`config.mk`:
```
export PLATFORM = sky130hd
export DESIGN_NAME = dual_mailbox
export DESIGN_NICKNAME = d
export VERILOG_FILES = /design/src/rtl/dual_mailbox.sv
export SDC_FILE = /design/constraint.sdc
export NUM_CORES = 1
export LEC_CHECK = 0
export ABC_AREA = 1
export BUFFER_PORTS_ARGS = -buffer_cell sky130_fd_sc_hd__buf_2
export CORE_UTILIZATION = 30
export CTS_CLUSTER_DIAMETER = 60
export DETAILED_ROUTE_END_ITERATION = 8
export PLACE_DENSITY_LB_ADDON = 0.05
export SETUP_SLACK_MARGIN = 0.15
export SLEW_MARGIN = 20
export SYNTH_ARGS = -nofsm -noshare
export SYNTH_HDL_FRONTEND = slang
export SYNTH_SLANG_ARGS = --single-unit
```
`constraint.sdc`:
```
create_clock -name clk_i -period 2.14 [get_ports clk_i]
set_input_delay 0.107 -clock clk_i [delete_from_list [all_inputs] [get_ports clk_i]]
set_output_delay 0.107 -clock clk_i [all_outputs]
set_load 0.01 [all_outputs]
```
`src/rtl/dual_mailbox.sv`:
```
module dual_mailbox #(
  parameter int DATA_W  = 32,
  parameter int ADDR_W  = 12,
  parameter int EN_BASE = 256
) (
  input  logic              clk_i,
  input  logic              rst_ni,
  input  logic              bus_valid_i,
  input  logic              bus_write_i,
  input  logic              bus_src_i,
  input  logic [ADDR_W-1:0] bus_addr_i,
  input  logic [DATA_W-1:0] bus_wdata_i,
  output logic [DATA_W-1:0] bus_rdata_o,
  output logic              irq_sec_o,
  output logic              irq_app_o
);
  localparam int STAT_OFS = EN_BASE + 8;

  logic [1:0]        full_q, en_q, push, pop, hit_msg, hit_en, own_en;
  logic [DATA_W-1:0] msg_q [2];
  logic              wr, rd, hit_stat;

  assign wr       = bus_valid_i & bus_write_i;
  assign rd       = bus_valid_i & ~bus_write_i;
  assign hit_stat = bus_addr_i == ADDR_W'(STAT_OFS);

  for (genvar k = 0; k < 2; k++) begin : g_slot
    localparam logic SENDER = (k == 0);
    assign hit_msg[k] = bus_addr_i == ADDR_W'(4 * k);
    assign hit_en[k]  = bus_addr_i == ADDR_W'(EN_BASE + 4 * k);
    assign own_en[k]  = hit_en[k] & (bus_src_i == 1'(k));
    assign push[k]    = wr & hit_msg[k] & (bus_src_i == SENDER) & ~full_q[k];
    assign pop[k]     = rd & hit_msg[k] & (bus_src_i != SENDER) & full_q[k];

    always_ff @(posedge clk_i or negedge rst_ni) begin
      if (!rst_ni) begin
        full_q[k] <= 1'b0;
        msg_q[k]  <= '0;
        en_q[k]   <= 1'b0;
      end else begin
        if (push[k]) begin
          full_q[k] <= 1'b1;
          msg_q[k]  <= bus_wdata_i;
        end else if (pop[k]) begin
          full_q[k] <= 1'b0;
        end
        if (wr && own_en[k]) en_q[k] <= bus_wdata_i[0];
      end
    end
  end

  always_comb begin
    bus_rdata_o = '0;
    if (rd) begin
      if (pop[0])         bus_rdata_o = msg_q[0];
      else if (pop[1])    bus_rdata_o = msg_q[1];
      else if (own_en[0]) bus_rdata_o = DATA_W'(en_q[0]);
      else if (own_en[1]) bus_rdata_o = DATA_W'(en_q[1]);
      else if (hit_stat)  bus_rdata_o = DATA_W'(full_q);
    end
  end

  assign irq_sec_o = full_q[0] & en_q[0];
  assign irq_app_o = full_q[1] & en_q[1];
endmodule

```
==> results.sh <==
export IMPL_clock_path_buffers=2
export IMPL_worstMarginPinSlew_ns=0.6090
export IMPL_num_vias=2970
export IMPL_synth_top_family_by_area="compound AO/OA/AOI/OAI gates"
export IMPL_vdd_drop_max_uv=325.4
export IMPL_ant_nets=0
export IMPL_boundaryPins=83
export IMPL_slew_viol_final=0
export IMPL_seqPwrFrac_pct=47.5
export IMPL_grtUsageTotal_pct=15.88
export IMPL_startpoint_type="input pin"
export IMPL_seqCellArea_um2=1702
export IMPL_rows=38
export IMPL_multi_input_area_um2=1348
export IMPL_clock_latency_ns=0.34
export IMPL_ys_ff_latch=68
export IMPL_crit_arrival_ns=1.65
export IMPL_post_cts_buffers=0
export IMPL_leakagePower_uw=0.002085
export IMPL_utilization_pct=38.36
export IMPL_drc=0
export IMPL_detail_route_vias_per_cell=4.626
export IMPL_finalInstanceArea_um2=4177
export IMPL_die_h_um=108.2
export IMPL_cp_required_ns=2.03
export IMPL_synth_distinct_cells=19
export IMPL_postCtsHoldBufs=1
export IMPL_ctsHtreeMaxLevel=3
export IMPL_synthAdderAreaFrac_pct=0
export IMPL_p_switching_uw=592.3
export IMPL_rsz0062_at_grt="no"
export IMPL_rrSetupSlack_ns=0.59
export IMPL_p_clk_share_pct=47.0
export IMPL_synth_area_per_cell_um2=8.072
export IMPL_grt_max_degree=66
export IMPL_p_sw_share_pct=21.85
export IMPL_hp_class="input pin to register"
export IMPL_synth_compound_area_share_pct=21.64
export IMPL_path_clk_slew_ns=0.08
export IMPL_most_common_layout_cells="81 x nand2_1, 81 x buf_2, 68 x dfrtp_1"
export IMPL_cts_sinks=68
export IMPL_drtIter0Drc=137
export IMPL_diodes=0
export IMPL_synth_mux_area_share_pct=0
export IMPL_period_share_pct=82.31
export IMPL_cap_violations=0
export IMPL_synth_area_top_cells="dfrtp_1 50%, o21ai_0 9.6%, nand2_1 9.2%"
export IMPL_drive_gt1_share_pct=27.69
export IMPL_fin_nets=546
export IMPL_overflow=0
export IMPL_place_ws_ns=0.3656
export IMPL_critPathMaxFanout=31
export IMPL_syn_nets=468
export IMPL_criticalPathCategory="input pin to output port"
export IMPL_yosysTopAreaCell="dfrtp_1"
export IMPL_antenna_found_initial=0
export IMPL_clock_skew_ns=0.01159
export IMPL_first_pass_iters=4
export IMPL_portBuffers=82
export IMPL_worst_slack_ns=0.3786
export IMPL_place_hpwl_mm=5.692
export IMPL_status="complete, no violations"
export IMPL_die_x_um=108.2
export IMPL_hold_viol=0
export IMPL_yosysWarnings=0
export IMPL_place_congestion=0.7631
export IMPL_wl_per_cell_um=13.48
export IMPL_numCtsBuffers=9
export IMPL_die_area_um2=11700
export IMPL_slew_headroom_pct=59.40
export IMPL_syn_inst=419
export IMPL_first_global_vias=2851
export IMPL_fillers=1168
export IMPL_synthXorXnorAreaFrac_pct=0
export IMPL_period_minus_slack_ns=1.761
export IMPL_dp_cells=625
export IMPL_finalNonFillerCells=642
export IMPL_internal_power_uw=2118
export IMPL_clock_fmax_mhz=567.7
export IMPL_area_delta_synth_final_pct=23.49
export IMPL_coreArea_um2=10890
export IMPL_grt_pass1_wl_mm=14.30
export IMPL_placed_cell_area_um2=3926
export IMPL_powerDensity_nw_per_um2=648.9
export IMPL_setup_tns_ns=0
export IMPL_cts_resized=0
export IMPL_netlist_area_um2=3382
export IMPL_critPathCaptureType="output port"
export IMPL_synth_top_area_share_pct=50.31
export IMPL_power_frac_comb_pct=5.5
export IMPL_cts_root_buf="clkbuf_8"
export IMPL_start_util_pct=31.06
export IMPL_setup_violations=0
export IMPL_synthSimpleGateAreaFrac_pct=17.91
export IMPL_ys_seq_area_share_pct=50.31
export IMPL_wirelength_mm=8.655
export IMPL_cts_tree="built"
[layer usage]
layer	routed length, um	vias up	GRT usage (%)
li1	-	1511	-
met1	4151	1395	20.75
met2	4100	58	26.16
met3	323	6	3.737
met4	80	0	4.403
met5	0	-	0
[stage by stage]
step | total power, uW | hold slack, ns
after CTS | 2764 | 0.007195
after detailed placement | 1464 | 0.08150
after global placement | 1465 | 0.08636
after global routing | 2826 | 0.01295
final | 2710 | 0.02216
after floorplan | 1364 | -0.1886
[path summary, 6_finish.rpt]
path,end,cells after the start,from
worst max-delay path,bus_rdata_o[11],10,bus_addr_i[5]
worst min-delay path,msg_q[58],3,bus_wdata_i[26]
worst max register to register,msg_q[42],5,full_q[0]
worst min register to register,msg_q[47],2,msg_q[47]
max in group asynchronous,msg_q[15],3,rst_ni
min in group asynchronous,msg_q[55],2,rst_ni
[power groups by stage]
stage	clock (uW)	sequential, uW	combinational [uW]
final	1270	1290	149
after CTS	1320	1290	154
after floorplan	0	1310	52.0
after global routing	1370	1290	170
after detailed placement	0	1310	152
after global placement	0	1310	153
[Yosys cell counts (all sizes together)]
cell type,instances
a21oi,32
buf,16
clkbuf,10
dfrtp,68
inv,47
nand2,83
nand3,8
nand4,5
nor2,48
nor3,3
nor4,2
o21ai,97
[critical path, cell delays in order]
cell and delay (ns):
buf_2 0.09, nor2_1 0.09, nand2_1 0.14, nor2_2 0.25, nand3_1 0.15, nor2_2 0.15, buf_12 0.21, a21oi_1 0.09
nor2_1 0.19, buf_2 0.17
[sequential cells by signal, summed over array words and instances, names as in the netlist]
signal  cells
en_q        2
full_q      2
msg_q      64
[logic make-up after synthesis]
logic type	Yosys count
flip-flops	68
buffers and inverters	73
AND/OR/NAND/NOR	149
AO/OA/AOI/OAI	129
[final cells by class]
| type | count | area share (%) |
|---|---|---|
| flip-flops and latches | 68 | 40.74 |
| clock inverters | 6 | 2.696 |
| inverters | 47 | 4.224 |
| multi-input cells | 278 | 32.26 |
| repair buffers | 93 | 12.82 |
| well taps | 140 | 4.194 |
| clock buffers | 10 | 3.056 |
No activity file was read; power rests on OpenSTA's default activity.
